`config.mk`:
```
export PLATFORM = sky130hd
export DESIGN_NAME = trig_capture_top
export DESIGN_NICKNAME = d
export VERILOG_FILES = /design/src/rtl/cap_pkg.sv /design/src/rtl/trig_edge_sync.sv /design/src/rtl/cap_ctrl_reg.sv /design/src/rtl/cap_engine.sv /design/src/rtl/trig_capture_top.sv
export SDC_FILE = /design/constraint.sdc
export NUM_CORES = 1
export LEC_CHECK = 0
export ABC_AREA = 0
export ABC_CLOCK_PERIOD_IN_PS = 6900
export CAP_MARGIN = 20
export CORE_AREA = 2 2 81 83
export DETAILED_ROUTE_END_ITERATION = 7
export DIE_AREA = 0 0 83 85
export DONT_BUFFER_PORTS = 1
export PLACE_DENSITY = 0.8
export SLEW_MARGIN = 30
export SYNTH_ARGS = -nofsm -noshare
export SYNTH_HDL_FRONTEND = slang
export SYNTH_SLANG_ARGS = --single-unit
```
`constraint.sdc`:
```
create_clock -name clk_i -period 6.9 [get_ports clk_i]
set_clock_uncertainty 0.15 [all_clocks]
set_input_delay 1.38 -clock clk_i [delete_from_list [all_inputs] [get_ports clk_i]]
set_output_delay 1.38 -clock clk_i [all_outputs]
set_load 0.005 [all_outputs]
```
`src/rtl/cap_pkg.sv`:
```
package cap_pkg;
  localparam int unsigned CTRL_W    = 8;
  localparam int unsigned NIB_SHIFT = 4;
  localparam int unsigned START_BIT = 0;
  localparam int unsigned LED_BIT   = 1;

  typedef enum logic [2:0] {
    ST_IDLE,
    ST_FILL,
    ST_RD,
    ST_LAT,
    ST_TX
  } cap_state_e;
endpackage

```
`src/rtl/trig_edge_sync.sv`:
```
module trig_edge_sync #(
  parameter int unsigned STAGES = 2
) (
  input  logic clk_i,
  input  logic rst_ni,
  input  logic async_i,
  output logic rise_o
);
  logic [STAGES-1:0] sync_q;
  logic              prev_q;

  always_ff @(posedge clk_i or negedge rst_ni) begin
    if (!rst_ni) begin
      sync_q <= '0;
      prev_q <= 1'b0;
    end else begin
      sync_q <= {sync_q[STAGES-2:0], async_i};
      prev_q <= sync_q[STAGES-1];
    end
  end

  assign rise_o = sync_q[STAGES-1] & ~prev_q;
endmodule

```
`src/rtl/cap_ctrl_reg.sv`:
```
module cap_ctrl_reg
  import cap_pkg::*;
(
  input  logic              clk_i,
  input  logic              rst_ni,
  input  logic              we_i,
  input  logic [CTRL_W-1:0] wdata_i,
  input  logic              clr_i,
  input  logic              shift_i,
  input  logic              busy_i,
  output logic [CTRL_W-1:0] q_o
);
  logic [CTRL_W-1:0] q_q;
  logic              frozen;

  // a started capture is never disturbed by a trigger
  assign frozen = busy_i | q_q[START_BIT];

  always_ff @(posedge clk_i or negedge rst_ni) begin
    if (!rst_ni)                q_q <= '0;
    else if (we_i)              q_q <= wdata_i;
    else if (clr_i)             q_q <= '0;
    else if (shift_i && !frozen) q_q <= q_q >> NIB_SHIFT;
  end

  assign q_o = q_q;
endmodule

```
`src/rtl/cap_engine.sv`:
```
module cap_engine
  import cap_pkg::*;
#(
  parameter int unsigned DEPTH_W = 16,
  parameter int unsigned SMP_W   = 16
) (
  input  logic               clk_i,
  input  logic               rst_ni,
  input  logic               start_i,
  input  logic [DEPTH_W-1:0] depth_i,
  input  logic               smp_valid_i,
  input  logic [SMP_W-1:0]   smp_data_i,
  output logic               buf_we_o,
  output logic [DEPTH_W-1:0] buf_waddr_o,
  output logic [SMP_W-1:0]   buf_wdata_o,
  output logic               buf_re_o,
  output logic [DEPTH_W-1:0] buf_raddr_o,
  input  logic [SMP_W-1:0]   buf_rdata_i,
  output logic [7:0]         tx_data_o,
  output logic               tx_valid_o,
  input  logic               tx_ready_i,
  output logic               busy_o,
  output logic               clr_o
);
  localparam int unsigned BYTES  = SMP_W / 8;
  localparam int unsigned BSEL_W = (BYTES > 1) ? $clog2(BYTES) : 1;

  cap_state_e         state_q;
  logic [DEPTH_W-1:0] cnt_q, depth_q;
  logic [SMP_W-1:0]   hold_q;
  logic [BSEL_W-1:0]  bsel_q;
  logic               last_smp, last_byte, empty_req;

  assign last_smp  = (cnt_q == depth_q - DEPTH_W'(1));
  assign last_byte = (bsel_q == BSEL_W'(BYTES - 1));
  assign empty_req = (depth_i == '0);

  always_ff @(posedge clk_i or negedge rst_ni) begin
    if (!rst_ni) begin
      state_q <= ST_IDLE;
      cnt_q   <= '0;
      depth_q <= '0;
      hold_q  <= '0;
      bsel_q  <= '0;
    end else begin
      unique case (state_q)
        ST_IDLE: if (start_i && !empty_req) begin
          depth_q <= depth_i;
          cnt_q   <= '0;
          state_q <= ST_FILL;
        end
        ST_FILL: if (smp_valid_i) begin
          if (last_smp) begin
            cnt_q   <= '0;
            state_q <= ST_RD;
          end else begin
            cnt_q <= cnt_q + DEPTH_W'(1);
          end
        end
        ST_RD: state_q <= ST_LAT;
        ST_LAT: begin
          hold_q  <= buf_rdata_i;
          bsel_q  <= '0;
          state_q <= ST_TX;
        end
        ST_TX: if (tx_ready_i) begin
          if (last_byte) begin
            if (last_smp) state_q <= ST_IDLE;
            else begin
              cnt_q   <= cnt_q + DEPTH_W'(1);
              state_q <= ST_RD;
            end
          end else begin
            bsel_q <= bsel_q + BSEL_W'(1);
          end
        end
        default: state_q <= ST_IDLE;
      endcase
    end
  end

  assign buf_we_o    = (state_q == ST_FILL) && smp_valid_i;
  assign buf_waddr_o = cnt_q;
  assign buf_wdata_o = smp_data_i;
  assign buf_re_o    = (state_q == ST_RD);
  assign buf_raddr_o = cnt_q;
  assign tx_valid_o  = (state_q == ST_TX);
  assign tx_data_o   = hold_q[{bsel_q, 3'b000} +: 8];
  assign busy_o      = (state_q != ST_IDLE);
  assign clr_o       = ((state_q == ST_IDLE) && start_i && empty_req) ||
                       ((state_q == ST_TX) && tx_ready_i && last_byte && last_smp);
endmodule

```
`src/rtl/trig_capture_top.sv`:
```
module trig_capture_top
  import cap_pkg::*;
#(
  parameter int unsigned DEPTH_W     = 16,
  parameter int unsigned SMP_W       = 16,
  parameter int unsigned SYNC_STAGES = 2
) (
  input  logic               clk_i,
  input  logic               rst_ni,
  input  logic               host_we_i,
  input  logic [7:0]         host_wdata_i,
  input  logic [DEPTH_W-1:0] depth_i,
  input  logic               trig_i,
  input  logic               smp_valid_i,
  input  logic [SMP_W-1:0]   smp_data_i,
  output logic               buf_we_o,
  output logic [DEPTH_W-1:0] buf_waddr_o,
  output logic [SMP_W-1:0]   buf_wdata_o,
  output logic               buf_re_o,
  output logic [DEPTH_W-1:0] buf_raddr_o,
  input  logic [SMP_W-1:0]   buf_rdata_i,
  output logic [7:0]         tx_data_o,
  output logic               tx_valid_o,
  input  logic               tx_ready_i,
  output logic               led_o,
  output logic [7:0]         ctrl_o
);
  logic              trig_rise, busy, clr;
  logic [CTRL_W-1:0] ctrl_q;

  trig_edge_sync #(.STAGES(SYNC_STAGES)) u_sync (
    .clk_i  (clk_i),
    .rst_ni (rst_ni),
    .async_i(trig_i),
    .rise_o (trig_rise)
  );

  cap_ctrl_reg u_reg (
    .clk_i  (clk_i),
    .rst_ni (rst_ni),
    .we_i   (host_we_i),
    .wdata_i(host_wdata_i),
    .clr_i  (clr),
    .shift_i(trig_rise),
    .busy_i (busy),
    .q_o    (ctrl_q)
  );

  cap_engine #(.DEPTH_W(DEPTH_W), .SMP_W(SMP_W)) u_eng (
    .clk_i      (clk_i),
    .rst_ni     (rst_ni),
    .start_i    (ctrl_q[START_BIT]),
    .depth_i    (depth_i),
    .smp_valid_i(smp_valid_i),
    .smp_data_i (smp_data_i),
    .buf_we_o   (buf_we_o),
    .buf_waddr_o(buf_waddr_o),
    .buf_wdata_o(buf_wdata_o),
    .buf_re_o   (buf_re_o),
    .buf_raddr_o(buf_raddr_o),
    .buf_rdata_i(buf_rdata_i),
    .tx_data_o  (tx_data_o),
    .tx_valid_o (tx_valid_o),
    .tx_ready_i (tx_ready_i),
    .busy_o     (busy),
    .clr_o      (clr)
  );

  assign led_o  = ctrl_q[LED_BIT];
  assign ctrl_o = ctrl_q;
endmodule

```
==> results of run 1 <==
## metrics by stage
step / std cells / cell area [sq um] / hold slack (ns) / utilization (%) / power, mW
final: 416 / 3710 / 0.198 / 59.7 / 1.39
after global routing: 416 / 3710 / 0.204 / 59.7 / 1.48
after CTS: 416 / 3710 / 0.201 / 59.7 / 1.40
after detailed placement: 400 / 3500 / 0.186 / 56.4 / 1.05
after global placement: 400 / 3500 / 0.186 / 56.4 / 1.03
after floorplan: 376 / 3760 / 0.181 / - / 1.00
## area by class of cell
type,instances,area (sq um)
Clock buffer,12,135
Clock inverter,4,70.1
Fill cell,508,2500
Inverter,7,26.3
Multi-Input combinational cell,253,1800
Sequential cell,63,1580
Tap cell,77,96.3
## metal layers
metal	part of all wire, %	GRT usage (%)
met1	41	28.1
met3	7.9	7.20
met4	1.6	10.1
met2	50	37.3
met5	0	0
## synthesized netlist by cell type, types with 3 or more instances
library cell  number  area share [%]
nand2_1           29             2.9
buf_4             35             7.0
dfrtp_1           63              42
clkbuf_1          12             1.2
nand3_1           12             1.6
a21oi_1           14             1.9
o211ai_1           9             1.8
nor2b_1            5            0.83
inv_1              7            0.70
or3_1              9             1.5
o31ai_1            3            0.60
a31oi_1            3            0.50
nor3_1             9             1.2
and3_1             8             1.3
nor2_1            14             1.4
or4_1              6             1.2
nor4_1             8             1.3
xnor2_1           11             2.6
mux2_2            41              12
nand4_1           11             1.8
a21o_1             3            0.60
o21ai_0           14             1.9
xor2_1             9             2.1
buf_6              3            0.90
## worst max-delay path: stages
cell and delay, ns:
nor4_1 0.45, nand4_1 0.24, nand3_1 0.68, a21bo_2 0.40, or4_1 0.52, nand2_1 0.07
## power by group
group	internal [mW]	switching [mW]	leakage, nW	total, mW
sequential	0.475	0.155	0.774	0.630
clock	0.203	0.137	0.104	0.340
combinational	0.230	0.188	0.657	0.418
total	0.907	0.481	1.54	1.39
## kinds of logic after synthesis
group / synth area share, %
buffers and inverters: 10.1
flip-flops: 41.9
AO/OA/AOI/OAI: 11.3
multiplexers: 12.5
adder cells (fa/ha/maj): 0.665
XOR/XNOR: 4.66
AND/OR/NAND/NOR: 18.7
## final timing paths
kind	end	slack, ns	depth (start not counted)
min reg2reg	u_sync.sync_q[1]$_DFF_PN0_	0.20	0
min in group asynchronous	u_eng.buf_raddr_o[0]$_DFFE_PN0P_	0.58	0
max	u_eng.buf_raddr_o[9]$_DFFE_PN0P_	3.27	6
max in group asynchronous	u_eng.buf_raddr_o[12]$_DFFE_PN0P_	5.89	0
min	u_sync.sync_q[1]$_DFF_PN0_	0.20	0
max reg2reg	u_eng.buf_raddr_o[3]$_DFFE_PN0P_	3.54	10
## flip-flops by register name, summed over array words and instances, names as in the netlist
signal / count
u_eng.depth_q: 16
u_eng.hold_q: 16
u_sync.sync_q: 2
u_reg.q_o: 8
u_sync.prev_q: 1
u_eng.bsel_q: 1
u_eng.state_q: 3
u_eng.buf_raddr_o: 16
==> results_dict.tcl, run 1 <==
set metrics [dict create \
    status "finished, final reports clean" \
    drtIter0Drc 139 \
    worstSetupPathType "input port to flip-flop" \
    syn_inst 376 \
    cts_hold_buf 0 \
    post-cts-setup-buffers 0 \
    yosysSeqAreaShare_pct 41.9 \
    io_pins 130 \
    final_cell_mix "dfrtp_1, mux2_2, nand2_1" \
    cap_violations 0 \
    fmax_mhz 276 \
    chipWidth_um 83 \
    grt_max_degree 64 \
    tns_ns 0 \
    pwr_density_cell_mw_per_mm2 374 \
    ys_dominant_reg_cell "dfrtp_1" \
    initial_utilization_pct 60.6 \
    hold_path_class "flip-flop to flip-flop" \
    relSlewSlack_pct 44.6 \
    crit_path_start_kind "input port" \
    num_vias 2663 \
    drtAntennaViolNets 0 \
    gp_congestion 0.807 \
    cp_data_required_time_ns 7.03 \
    fp.coreArea_sq_mm 0.00620 \
    hold_violations 0 \
    hold_start "u_sync.sync_q[0]$_DFF_PN0_" \
    firstDrtPassIters 4 \
    maxSlewViolCount 0 \
    async_flop_share_pct 100 \
    startpoint "depth_i[2]" \
    grtUsageTotal_pct 22.9 \
    netlist_area_sq_mm 0.00376 \
    ir_worst_vdd_mv 0.230 \
    overflow 0 \
    tritoncts "built" \
    grt_pass1_wl_mm 12.9 \
    rsz0062_at_grt "false" \
    numCtsBuffers 9 \
    dieArea_sq_mm 0.00706 \
    dieHeight_um 85 \
    p_leak_nw 1.54 \
    setup_ws_ns 3.27 \
    layout_commonest_cell "dfrtp_1" \
    clock-root-buffer "clkbuf_8" \
    synth_warnings 0 \
    ctsResizeCount 0 \
    viasPerCell 6.40 \
    ys_ff_latch 63 \
    setup_violations 0 \
    path_clk_slew_ns 0.07 \
    antenna_found_initial 0 \
    cts_buffer_depth 2 \
    dp_slack_ns 2.98 \
    grt_pass1_vias 2681 \
    reg2reg_from "u_eng.depth_q[0]$_DFFE_PN0P_" \
    worstPathArrival_ns 3.75 \
    worst_skew_pair.late_latency_ns 0.34 \
    worst_pin_slew_ns 0.829 \
    portBuffers 0 \
    min_period_ns 3.63 \
    rows 29 \
    crit_path_max_fanout 18 \
    wirelength_mm 7.73 \
    antenna_cells 0 \
    drive_gt1_share_pct 18.0 \
    nNetsFinal 398 \
    syn2layout_area_growth_pct -1.40 \
    avgSynthCellArea_sq_um 10.0 \
    clock-sinks 63 \
    place_hpwl_mm 5.56 \
    critPathCaptureType "flip-flop" \
    syn_nets 440 \
    htree_levels 3 \
    drc 0 \
    synth_cell_types 51 \
    period_share_pct 52.6 \
    wire_per_inst_um 18.6 \
    synth_edf_count 0 \
]
(Power assumes the default switching activity.)
==> run 2: changes to the inputs <==
- ABC_CLOCK_PERIOD_IN_PS: 6900 -> 3200
- CORE_AREA: 2 2 81 83 -> 2 2 84 86
- DIE_AREA: 0 0 83 85 -> 0 0 86 88
- PLACE_DENSITY: 0.8 -> 0.78
- clock period: 6.9 -> 3.2 ns (I/O delays scaled with it)
==> run 2 against run 1 <==
  * Sequential power grew 110%
  * Clock-buffer cell count shrank 2
  * Largest power group unchanged
  * Largest cell class unchanged
  * Worst hold slack lost 0.19 ns
  * Wire length grew 3.3%
  * First-iteration DRC count shrank 24%
  * Highest routed layer unchanged
  * Combinational power grew 150%
==> results_dict.tcl, run 2 (same netlist as run 1, synthesis figures left out) <==
set metrics [dict create \
    grtUsageTotal_pct 22.3 \
    cp_data_required_time_ns 3.32 \
    cp_slowest_cell "or4_1" \
    gp_congestion 0.850 \
    post-cts-setup-buffers 0 \
    io_pins 130 \
    swShare_pct 35.9 \
    num_vias 2722 \
    power.share.combinational_pct 34.0 \
    seqPwrFrac_pct 43.0 \
    critPathCaptureType "flip-flop" \
    clock-root-buffer "clkbuf_8" \
    relSlewSlack_pct 45.5 \
    htree_levels 3 \
    worst_pin_slew_ns 0.815 \
    syn2layout_area_growth_pct 2.43 \
    path_clk_slew_ns 0.07 \
    rsz0062_at_grt "false" \
    initial_utilization_pct 56.6 \
    grt_pass1_wl_mm 13.1 \
    fmax_mhz 338 \
    worst_skew_pair.late_latency_ns 0.34 \
    rows 30 \
    final_cell_mix "dfrtp_1, mux2_2, nand2_1" \
    p_sw_mw 1.10 \
    multi_input_area_sq_mm 0.00181 \
    cts_buffer_depth 2 \
    drive_gt1_share_pct 22.4 \
    fp.coreArea_sq_mm 0.00664 \
    crit_path_start_kind "flip-flop" \
    clock-sinks 63 \
    wirelength_mm 7.98 \
    cp_cell_sequence "inv_1 > ha_1 > nor3b_2 > nand3_1 > and3_1 > o211ai_1 > nor4b_4 > a21o_1 > buf_12 > or4_1 > a21oi_1" \
    nNetsFinal 411 \
    tritoncts "built" \
    setup_violations 0 \
    p_int_mw 1.96 \
    pwr_density_cell_mw_per_mm2 794 \
    overflow 0 \
    drtIter0Drc 105 \
    grt_max_degree 64 \
    place_hpwl_mm 5.87 \
    cpPeakStageDelay_ns 0.46 \
    hold_violations 0 \
    hold_path_class "input port to async pin" \
    status "finished, final reports clean" \
    dieArea_sq_mm 0.00757 \
    dieHeight_um 88 \
    tns_ns 0 \
    rrSetupSlack_ns 0.25 \
    regToRegEndpoint "u_eng.buf_raddr_o[14]$_DFFE_PN0P_" \
    maxSlewViolCount 0 \
    register_area_sq_mm 0.00158 \
    portBuffers 0 \
    viasPerCell 6.30 \
    layout_commonest_cell "dfrtp_1" \
    crit_path_max_fanout 30 \
    p_total_mw 3.06 \
    utilization_pct 58.0 \
    numCtsBuffers 9 \
    ir_worst_vdd_mv 0.417 \
    r2r_cells 11 \
    drc 0 \
    wire_per_inst_um 18.5 \
    min_period_ns 2.95 \
    startpoint "u_eng.depth_q[0]$_DFFE_PN0P_" \
    power.clock.fraction_pct 23.0 \
    p_leak_nw 1.60 \
    worstPathArrival_ns 3.08 \
    worstSetupPathType "flip-flop to flip-flop" \
    firstDrtPassIters 4 \
    whs_ns 0.0110 \
    period_share_pct 92.3 \
    grt_pass1_vias 2748 \
    cap_violations 0 \
    reg2reg_from "u_eng.depth_q[0]$_DFFE_PN0P_" \
    antenna_found_initial 0 \
    nFillCells 564 \
    drtAntennaViolNets 0 \
    chipWidth_um 86 \
    antenna_cells 0 \
]
==> run 2: critical path, delay by kind of cell (launching register included) <==
kind            cells  cell delay (ns)
compound gates      3             0.60
simple gates        5             1.17
fa+ha+maj           1             0.27
buf+inv             2             0.25
flops               1             0.45
==> run 2: worst max path at each step <==
stage                                                    to  slack [ns]  depth (start not counted)
after global placement    u_eng.buf_raddr_o[14]$_DFFE_PN0P_        0.25                         11
final                     u_eng.buf_raddr_o[14]$_DFFE_PN0P_        0.25                         11
after detailed placement  u_eng.buf_raddr_o[12]$_DFFE_PN0P_         0.1                         11
after global routing       u_eng.buf_raddr_o[0]$_DFFE_PN0P_        0.01                         10
after CTS                 u_eng.buf_raddr_o[12]$_DFFE_PN0P_        0.10                         11
after floorplan           u_eng.buf_raddr_o[14]$_DFFE_PN0P_        0.43                         11
==> run 2: power groups by stage <==
| stage | clock (mW) | combinational [mW] | sequential, mW |
|---|---|---|---|
| 6_report | 0.705 | 1.04 | 1.31 |
| 3_5_place_dp | 0 | 1.01 | 1.33 |
| 4_1_cts | 0.728 | 1.03 | 1.31 |
| 5_1_grt | 0.767 | 1.15 | 1.36 |
| 3_3_place_gp | 0 | 0.970 | 1.31 |
| 2_1_floorplan | 0 | 0.965 | 1.20 |
==> run 2: cell type report <==
type / instances / share of cell area [%]
Clock inverter: 6 / 1.82
Tap cell: 80 / 2.60
Multi-Input combinational cell: 253 / 47.0
Sequential cell: 63 / 40.9
Timing Repair Buffer: 13 / 3.38
Inverter: 7 / 0.682
Clock buffer: 10 / 3.57
==> run 2: timing repair <==
action,in CTS,in global routing
endpoints found under the setup margin,0,15
resized for setup,0,2
endpoints found under the hold margin,63,0
hold buffers,1,0
==> run 2: metrics by stage <==
step	std cells	worst slack (ns)	instance area [sq um]
final	432	0.245	3850
after global routing	432	0.0113	3850
after floorplan	376	0.425	3760
after detailed placement	415	0.0956	3610
after CTS	432	0.104	3840
after global placement	415	0.253	3610
==> run 2: per-layer routing <==
metal | GRT usage, % | share of wire (%) | vias up
met5 | 0 | 0 | -
met4 | 6.06 | 0.91 | 0
met3 | 9.33 | 9.6 | 9
met2 | 37.7 | 50 | 110
met1 | 26.3 | 40 | 1326
li1 | - | - | 1277
